### src/rtl/serial_regs_pkg.sv
package serial_regs_pkg;
  parameter int unsigned REG_AW = 4;

  localparam logic [REG_AW-1:0] A_TXCTL = 4'd0;
  localparam logic [REG_AW-1:0] A_DMAEN = 4'd1;
  localparam logic [REG_AW-1:0] A_RXCTL = 4'd2;
  localparam logic [REG_AW-1:0] A_DOUT  = 4'd7;
  localparam logic [REG_AW-1:0] A_STCLR = 4'd8;
  localparam logic [REG_AW-1:0] A_STPEK = 4'd9;
  localparam logic [REG_AW-1:0] A_MASK  = 4'd11;
  localparam logic [REG_AW-1:0] A_ACK   = 4'd12;
  localparam logic [REG_AW-1:0] A_RAW   = 4'd13;
  localparam logic [REG_AW-1:0] A_MSKD  = 4'd14;

  localparam int unsigned ST_DAV  = 16;
  localparam int unsigned ST_IDLE = 22;
  localparam int unsigned ST_RDY  = 24;

  localparam int unsigned IRQ_TX = 0;
  localparam int unsigned IRQ_RX = 3;
endpackage

### src/rtl/sreg_tx.sv
module sreg_tx #(
  parameter int unsigned BYTE_W = 8
) (
  input  logic              clk_i,
  input  logic              rst_ni,
  input  logic              load_i,
  input  logic [BYTE_W-1:0] load_data_i,
  output logic              accept_o,
  output logic [BYTE_W-1:0] tx_data_o,
  output logic              tx_valid_o,
  input  logic              tx_ready_i
);
  assign accept_o = load_i && !tx_valid_o;

  always_ff @(posedge clk_i or negedge rst_ni) begin
    if (!rst_ni) begin
      tx_valid_o <= 1'b0;
      tx_data_o  <= '0;
    end else if (accept_o) begin
      tx_valid_o <= 1'b1;
      tx_data_o  <= load_data_i;
    end else if (tx_valid_o && tx_ready_i) begin
      tx_valid_o <= 1'b0;
    end
  end

  a_r3_load: assert property (@(posedge clk_i) disable iff (!rst_ni)
    (load_i && !tx_valid_o) |=> (tx_valid_o && tx_data_o == $past(load_data_i)));

  a_r4_hold: assert property (@(posedge clk_i) disable iff (!rst_ni)
    (tx_valid_o && !tx_ready_i) |=> (tx_valid_o && $stable(tx_data_o)));
endmodule

### src/rtl/sreg_rx.sv
module sreg_rx #(
  parameter int unsigned BYTE_W = 8
) (
  input  logic              clk_i,
  input  logic              rst_ni,
  input  logic              en_i,
  input  logic              pend_i,
  input  logic              clr_rd_i,
  input  logic [BYTE_W-1:0] rx_data_i,
  input  logic              rx_valid_i,
  output logic              rx_ready_o,
  output logic              take_o,
  output logic [BYTE_W-1:0] byte_o,
  output logic              dav_o
);
  assign rx_ready_o = en_i || !pend_i;
  assign take_o     = rx_valid_i && rx_ready_o;

  always_ff @(posedge clk_i or negedge rst_ni) begin
    if (!rst_ni) begin
      byte_o <= '0;
      dav_o  <= 1'b0;
    end else if (take_o) begin
      // arrival has priority over a clearing read
      byte_o <= rx_data_i;
      dav_o  <= 1'b1;
    end else if (clr_rd_i) begin
      dav_o  <= 1'b0;
    end
  end

  a_r6_capture: assert property (@(posedge clk_i) disable iff (!rst_ni)
    take_o |=> (dav_o && byte_o == $past(rx_data_i)));

  a_r7_clear: assert property (@(posedge clk_i) disable iff (!rst_ni)
    (clr_rd_i && !take_o) |=> !dav_o);

  a_r8_arrival_wins: assert property (@(posedge clk_i) disable iff (!rst_ni)
    (clr_rd_i && take_o) |=> dav_o);

  a_r9_blocked: assert property (@(posedge clk_i) disable iff (!rst_ni)
    (rx_valid_i && !rx_ready_o && !clr_rd_i) |=> ($stable(byte_o) && $stable(dav_o)));
endmodule

### src/rtl/sreg_irq.sv
module sreg_irq #(
  parameter int unsigned IRQ_W  = 8,
  parameter int unsigned TX_BIT = 0,
  parameter int unsigned RX_BIT = 3
) (
  input  logic             clk_i,
  input  logic             rst_ni,
  input  logic             tx_set_i,
  input  logic             rx_set_i,
  input  logic             ack_we_i,
  input  logic [IRQ_W-1:0] ack_bits_i,
  input  logic [IRQ_W-1:0] mask_i,
  output logic [IRQ_W-1:0] raw_o,
  output logic [IRQ_W-1:0] masked_o,
  output logic             irq_o
);
  logic [IRQ_W-1:0] set_vec, clr_vec;

  always_comb begin
    set_vec         = '0;
    set_vec[TX_BIT] = tx_set_i;
    set_vec[RX_BIT] = rx_set_i;
    clr_vec         = ack_we_i ? ack_bits_i : '0;
  end

  always_ff @(posedge clk_i or negedge rst_ni) begin
    if (!rst_ni) raw_o <= '0;
    else         raw_o <= (raw_o & ~clr_vec) | set_vec;
  end

  assign masked_o = raw_o & mask_i;
  assign irq_o    = |masked_o;

  a_r10_ack_rx: assert property (@(posedge clk_i) disable iff (!rst_ni)
    (ack_we_i && ack_bits_i[RX_BIT] && !rx_set_i) |=> !raw_o[RX_BIT]);

  a_r10_set_wins: assert property (@(posedge clk_i) disable iff (!rst_ni)
    rx_set_i |=> raw_o[RX_BIT]);

  a_r3_tx_set: assert property (@(posedge clk_i) disable iff (!rst_ni)
    tx_set_i |=> raw_o[TX_BIT]);
endmodule

### src/rtl/serial_regs.sv
module serial_regs
  import serial_regs_pkg::*;
#(
  parameter int unsigned DATA_W = 32,
  parameter int unsigned BYTE_W = 8,
  parameter int unsigned IRQ_W  = 8
) (
  input  logic              clk_i,
  input  logic              rst_ni,
  input  logic              we_i,
  input  logic              re_i,
  input  logic [REG_AW-1:0] addr_i,
  input  logic [DATA_W-1:0] wdata_i,
  output logic [DATA_W-1:0] rdata_o,
  output logic [BYTE_W-1:0] tx_data_o,
  output logic              tx_valid_o,
  input  logic              tx_ready_i,
  input  logic [BYTE_W-1:0] rx_data_i,
  input  logic              rx_valid_i,
  output logic              rx_ready_o,
  output logic              irq_o
);
  localparam int unsigned IRQ_PAD = DATA_W - IRQ_W;

  logic [DATA_W-1:0] txctl_q, dmaen_q, rxctl_q, mask_q, dout_q;
  logic [DATA_W-1:0] status;
  logic              wr_dout, tx_acc, clr_rd, rx_take, dav;
  logic [BYTE_W-1:0] rx_byte;
  logic [IRQ_W-1:0]  raw, masked;

  assign wr_dout = we_i && (addr_i == A_DOUT);
  assign clr_rd  = re_i && (addr_i == A_STCLR);

  always_ff @(posedge clk_i or negedge rst_ni) begin
    if (!rst_ni) begin
      txctl_q <= '0;
      dmaen_q <= '0;
      rxctl_q <= '0;
      mask_q  <= '0;
      dout_q  <= '0;
    end else if (we_i) begin
      unique case (addr_i)
        A_TXCTL: txctl_q <= wdata_i;
        A_DMAEN: dmaen_q <= wdata_i;
        A_RXCTL: rxctl_q <= wdata_i;
        A_MASK:  mask_q  <= wdata_i;
        A_DOUT:  if (tx_acc) dout_q <= wdata_i;
        default: ;
      endcase
    end
  end

  sreg_tx #(.BYTE_W(BYTE_W)) u_tx (
    .clk_i       (clk_i),
    .rst_ni      (rst_ni),
    .load_i      (wr_dout),
    .load_data_i (wdata_i[BYTE_W-1:0]),
    .accept_o    (tx_acc),
    .tx_data_o   (tx_data_o),
    .tx_valid_o  (tx_valid_o),
    .tx_ready_i  (tx_ready_i)
  );

  sreg_rx #(.BYTE_W(BYTE_W)) u_rx (
    .clk_i      (clk_i),
    .rst_ni     (rst_ni),
    .en_i       (rxctl_q[0]),
    .pend_i     (raw[IRQ_RX]),
    .clr_rd_i   (clr_rd),
    .rx_data_i  (rx_data_i),
    .rx_valid_i (rx_valid_i),
    .rx_ready_o (rx_ready_o),
    .take_o     (rx_take),
    .byte_o     (rx_byte),
    .dav_o      (dav)
  );

  sreg_irq #(.IRQ_W(IRQ_W), .TX_BIT(IRQ_TX), .RX_BIT(IRQ_RX)) u_irq (
    .clk_i      (clk_i),
    .rst_ni     (rst_ni),
    .tx_set_i   (tx_acc),
    .rx_set_i   (rx_take),
    .ack_we_i   (we_i && (addr_i == A_ACK)),
    .ack_bits_i (wdata_i[IRQ_W-1:0]),
    .mask_i     (mask_q[IRQ_W-1:0]),
    .raw_o      (raw),
    .masked_o   (masked),
    .irq_o      (irq_o)
  );

  always_comb begin
    status               = '0;
    status[BYTE_W-1:0]   = rx_byte;
    status[ST_DAV]       = dav;
    status[ST_IDLE]      = !tx_valid_o;
    status[ST_RDY]       = !tx_valid_o;
  end

  always_comb begin
    unique case (addr_i)
      A_TXCTL:          rdata_o = txctl_q;
      A_DMAEN:          rdata_o = dmaen_q;
      A_RXCTL:          rdata_o = rxctl_q;
      A_DOUT:           rdata_o = dout_q;
      A_STCLR, A_STPEK: rdata_o = status;
      A_MASK:           rdata_o = mask_q;
      A_RAW:            rdata_o = {{IRQ_PAD{1'b0}}, raw};
      A_MSKD:           rdata_o = {{IRQ_PAD{1'b0}}, masked};
      default:          rdata_o = '0;
    endcase
  end

  a_r5_drop: assert property (@(posedge clk_i) disable iff (!rst_ni)
    (wr_dout && tx_valid_o) |=> $stable(dout_q));

  a_r7_peek_keeps: assert property (@(posedge clk_i) disable iff (!rst_ni)
    (re_i && addr_i == A_STPEK && dav) |=> dav);

  a_r4_ready_flag: assert property (@(posedge clk_i) disable iff (!rst_ni)
    $fell(tx_valid_o) |-> (status[ST_RDY] && status[ST_IDLE]));
endmodule

### config.mk
export PLATFORM = sky130hd
export DESIGN_NAME = serial_regs
export DESIGN_NICKNAME = d
export VERILOG_FILES = /design/src/rtl/serial_regs_pkg.sv /design/src/rtl/sreg_tx.sv /design/src/rtl/sreg_rx.sv /design/src/rtl/sreg_irq.sv /design/src/rtl/serial_regs.sv
export SDC_FILE = /design/constraint.sdc
export NUM_CORES = 1
export LEC_CHECK = 0
export ABC_CLOCK_PERIOD_IN_PS = 1900
export BUFFER_PORTS_ARGS = -buffer_cell sky130_fd_sc_hd__buf_2
export CAP_MARGIN = 20
export CORE_MARGIN = 2
export CORE_UTILIZATION = 30
export CTS_CLUSTER_SIZE = 8
export DETAILED_ROUTE_END_ITERATION = 8
export GPL_TIMING_DRIVEN = 0
export MAX_ROUTING_LAYER = met4
export PLACE_DENSITY = 0.44
export SLEW_MARGIN = 30
export SYNTH_ARGS = -nofsm -noshare
export SYNTH_HDL_FRONTEND = slang
export SYNTH_SLANG_ARGS = --single-unit
### constraint.sdc
create_clock -name clk_i -period 1.9 [get_ports clk_i]
set_input_delay 0 -clock clk_i [delete_from_list [all_inputs] [get_ports clk_i]]
set_output_delay 0 -clock clk_i [all_outputs]
set_load 0.01 [all_outputs]
After elaboration in Yosys (flattened, before gate mapping):

Index checks and enable logic that the tools add are counted.

* flip-flop bits (word level): 186
* bits of input ports: 50
* output and inout bits: 43
* word-level logic and storage cells: 48

* equal/unequal tests: 9
* muxes and demuxes: 6
* bitwise logic cells: 4
* reductions and logical operators: 19

Operators with widths (count)
* one-hot mux 32 bit (8 select lines): 1
* == test 4 bit, second input constant: 6
* AND 8 bit: 2
* two-way mux 8 bit: 1
* inverter 8 bit: 1
* OR 8 x 4 -> 8 bit: 1
* AND reduction 2 bit: 4
* OR reduction 8 bit: 1
* logical AND 1 bit: 6
* == test 4 x 1 -> 1 bit, second input constant: 1
* == test 4 x 2 -> 1 bit, second input constant: 1
* == test 4 x 3 -> 1 bit, second input constant: 1
* logical NOT 4 bit: 1
* two-way mux 1 bit: 4
* nonzero test 2 bit: 2
* AND reduction 3 bit: 1
* logical NOT 1 bit: 2
* OR reduction 2 bit: 1
* logical OR 1 bit: 1

Depth between registers and ports, before layout:

* depth after elaboration: 6
* mapped depth: 7
* mapped depth without buffers: 4

Cells and area by module:

A second synthesis with hierarchy kept.

* cell total of the unflattened synthesis: 655
* area total of the unflattened synthesis: 8633.3 µm²

Modules (own cells, without submodules)
* serial_regs: times used 1, cells each 583, area an instance 7522.2 µm², sequential area each 4003.8 µm²
* sreg_rx: times used 1, cells each 22, area an instance 391.6 µm², sequential area each 225.2 µm²
* sreg_tx: times used 1, cells each 21, area an instance 374.1 µm², sequential area each 225.2 µm²
* sreg_irq: times used 1, cells each 29, area an instance 345.3 µm², sequential area each 200.2 µm²

Worst setup path before layout:

No wires, ideal clock.

* path type: reg2reg
* from: register u_tx.tx_valid_o
* to: register dout_q[0]
* library setup time: 0.118 ns
* arrival: 1.313 ns
* data required time: 1.782 ns
* setup slack: 0.469 ns
* cell stages (with the launch flop): 6
* path buffers: 2
* period minus slack after synthesis: 1.431 ns
* cells stage by stage: dfrtp_1 -> or4_1 -> clkbuf_1 -> buf_2 -> nand2_1 -> nand2_1

* longest elaborated chain between the ends: 3

RTL lines
* start, declared: RTL line sreg_tx.sv:10 `output logic tx_valid_o,`
* start signal, assigned: RTL line sreg_tx.sv:17 `tx_valid_o <= 1'b0;`
* start signal, assigned: RTL line sreg_tx.sv:20 `tx_valid_o <= 1'b1;`
* start signal, assigned: RTL line sreg_tx.sv:23 `tx_valid_o <= 1'b0;`
* logical NOT 1 bit: RTL line sreg_tx.sv:13 `assign accept_o = load_i && !tx_valid_o;`
* logical AND 1 bit: RTL line sreg_tx.sv:13
* AND reduction 3 bit (no source line)
* end signal, assigned: RTL line serial_regs.sv:47 `A_DOUT: if (tx_acc) dout_q <= wdata_i;`
* end, declared: RTL line serial_regs.sv:25 `logic [DATA_W-1:0] txctl_q, dmaen_q, rxctl_q, mask_q, dout_q;`

No other way between the ends.
A chain may end at the register's enable or synchronous reset.

Final worst setup path:

* from: input addr_i[3]
* to: output rdata_o[9]

* longest elaborated chain between the ends: 3
* elaborated cells between the ends (all ways): 11
* classes of those cells: eq/ne: 8; mux: 1; reduce/logical: 2

RTL lines
* start, declared: RTL line serial_regs.sv:12 `input logic [REG_AW-1:0] addr_i,`
* == test 4 bit: RTL line serial_regs.sv:100 `unique case (addr_i)`
* OR reduction 2 bit: RTL line serial_regs.sv:100
* one-hot mux 32 bit (8 select lines) (*): RTL line serial_regs.sv:100
* end, declared: RTL line serial_regs.sv:14 `output logic [DATA_W-1:0] rdata_o,`

Mark *: on every way between the ends. The rest lies on a longest branch, timed or not.

==> impl_metrics.json <==
{
  "outcome": "finished clean",
  "syn_area_per_cell_um2": 11.9,
  "worstSetupPathType": "input pin to output port",
  "htreeDepth": 4,
  "path_clk_slew_ns": 0.07,
  "p_leak_nw": 4.84,
  "cts_tree": "done",
  "yosysUniqueCellTypes": 45,
  "hold_end": "mask_q[31]",
  "dieArea_mm2": 0.0293,
  "holdPathStages": 3,
  "num-nets-final": 911,
  "setup_viol_count_final": 0,
  "powerDensity_mw_per_mm2": 1030,
  "cp-end-kind": "output port",
  "final_antenna_net_count": 0,
  "vias": 6120,
  "rr_worst_depth": 5,
  "ys_seq_elements": 186,
  "finalCriticalPeriod_ns": 1.76,
  "min-delay-path-class": "input pin to flip-flop",
  "rsz0062_at_grt": "false",
  "initial_core_util_pct": 30.3,
  "overflow": 0,
  "fin_crit_sh_pct": 92.7,
  "clk_path_buf_depth": 2,
  "cts_sinks": 186,
  "netlist_instances": 704,
  "core_mm2": 0.0277,
  "cts_root_buf": "clkbuf_16",
  "syn_area_mm2": 0.00840,
  "die_h_um": 171,
  "yosysSeqAreaShare_pct": 55.4,
  "arrival_ns": 1.76,
  "worst_slew_pin_slew_ns": 0.867,
  "dr.pass1.iters": 4,
  "ys_async_sr_fraction_pct": 100,
  "wl_per_cell_um": 20.7,
  "ys.flop_type": "dfrtp_1",
  "pin_count": 93,
  "hp-start": "we_i",
  "viasPerCell": 4.88,
  "chipWidth_um": 171,
  "area_delta_synth_final_pct": 24.3,
  "synth_nets": 754,
  "drive_gt1_share_pct": 34.0,
  "finalClockSkew_ns": 0.00651,
  "ir_drop_mv": 0.554,
  "port_buffers": 90,
  "holdWs_ns": 0.0298,
  "crit_required_ns": 1.90,
  "utilization_pct": 37.7,
  "pre_cts_ws_ns": -0.0761,
  "dp.cells": 1174,
  "route.detailed.drc": 0,
  "grt_pass1_wl_um": 39700,
  "cts_buffers": 17,
  "max_cap_viol_count": 0,
  "critPathMaxFanout": 10,
  "maxSlewViolCount": 0,
  "finalHoldViolations": 0,
  "fmax_ghz": 0.568,
  "routed_wl_um": 25900,
  "total_power_mw": 10.7,
  "fin_ws_ns": 0.139,
  "synth-edff-count": 0,
  "final_cells": 1253,
  "hpwl_um": 17300,
  "grt_usage_pct": 19.1,
  "yosysWarnings": 0,
  "antenna_found_initial": 1,
  "grt_pass1_vias": 6267,
  "cp-start-kind": "input pin",
  "rows": 61,
  "clk-insertion-delay-late_ns": 0.43,
  "worst_r2r_endpoint": "dout_q[3]",
  "ff2ff_setup_slack_ns": 0.17,
  "drtIter0Drc": 374,
  "r2r_start": "u_tx.tx_valid_o",
  "place_congestion": 0.738,
  "slew_headroom_pct": 41.9,
  "grt_start_max_net_pins": 73
}
worst max-delay path by stage:
stage	end	start	slack [ns]	depth (start not counted)
after floorplan	dout_q[0]	u_tx.tx_valid_o	0.47	5
after CTS	rdata_o[16]	addr_i[2]	0.01	7
after global placement	txctl_q[26]	rst_ni	-2.59	1
after global routing	u_irq.raw_o[3]	addr_i[2]	0.01	7
after detailed placement	rdata_o[21]	addr_i[3]	-0.08	7
final	rdata_o[9]	addr_i[3]	0.14	6
metal layers:
| layer | wire length [µm] | vias up | global-route usage (%) |
|---|---|---|---|
| met1 | 12600 | 3140 | 25.9 |
| met2 | 12300 | 106 | 29.8 |
| li1 | - | 2862 | - |
| met4 | 249 | 0 | 4.61 |
| met3 | 765 | 12 | 3.20 |
| met5 | 0 | - | - |
area by class of cell:
| cell class | instances | area (µm²) |
|---|---|---|
| clock buffer | 20 | 447 |
| fill | 2778 | 17300 |
| multi-input combinational | 469 | 3540 |
| buffer | 47 | 225 |
| antenna | 1 | 2.50 |
| inverter | 2 | 7.51 |
| tap | 378 | 473 |
| sequential | 186 | 4650 |
| clock inverter | 12 | 114 |
| timing repair buffer | 138 | 976 |
state kept, by name (all words and copies together) (netlist names):
register         cells
dmaen_q             32
dout_q              32
mask_q              32
rxctl_q             32
txctl_q             32
u_irq.raw_o          8
u_rx.byte_o          8
u_tx.tx_data_o       8
u_rx.dav_o           1
u_tx.tx_valid_o      1
kinds of logic after synthesis:
family,count (synthesis),synth area share [%]
AOI/OAI and AO/OA,131,12.0
buffers and inverters,49,2.73
DFF,186,55.4
muxes,151,20.0
and+or+nand+nor,187,9.86
worst max-delay path, stage by stage:
cell and delay (ns):
buf_2 0.13, buf_2 0.19, or2_2 0.38, nor3_2 0.67
a21o_1 0.25, buf_2 0.13
cell usage after synthesis (all sizes together), types with 11 or more instances:
cell type | number | area (µm²)
a21o | 12 | 90.1
a22o | 11 | 96.3
a22oi | 37 | 278
buf | 33 | 169
clkbuf | 14 | 52.6
dfrtp | 186 | 4650
mux2 | 136 | 1530
mux2i | 15 | 150
nand2 | 139 | 527
o221ai | 11 | 96.3
o22ai | 11 | 68.8
o2bb2ai | 14 | 123
power breakdown:
group	total, mW	switching [mW]	internal (mW)
Clock	3.50	1.65	1.86
Combinational	1.90	0.871	1.03
Sequential	5.34	0.480	4.86
what timing repair did:
action	in CTS	in global routing
gates resized for setup	1	8
endpoints found under the hold margin	301	0
endpoints found under the setup margin	5	20
buffers inserted	0	0
hold buffers	46	0
gates cloned	0	0
stage by stage:
step | instance area, µm² | TNS, ns
after floorplan | 8400 | 0
after global placement | 9320 | -480.00
after detailed placement | 9390 | -0.299
after CTS | 10400 | 0
after global routing | 10400 | 0
final | 10400 | 0
cell usage in the layout (no fill, tap or decap), drive strengths merged, types with 9 or more instances in the layout:
cell,netlist,layout
a21o,12,12
mux2,136,136
o22ai,11,11
mux2i,15,15
o2bb2ai,14,14
a21oi,9,9
nand2,139,139
dfrtp,186,186
a22o,11,11
clkbuf,14,34
nand3,9,9
a22oi,37,37
buf,33,125
o221ai,11,11
dlygate4sd3,0,46
No activity file was read; power rests on OpenSTA's default activity.
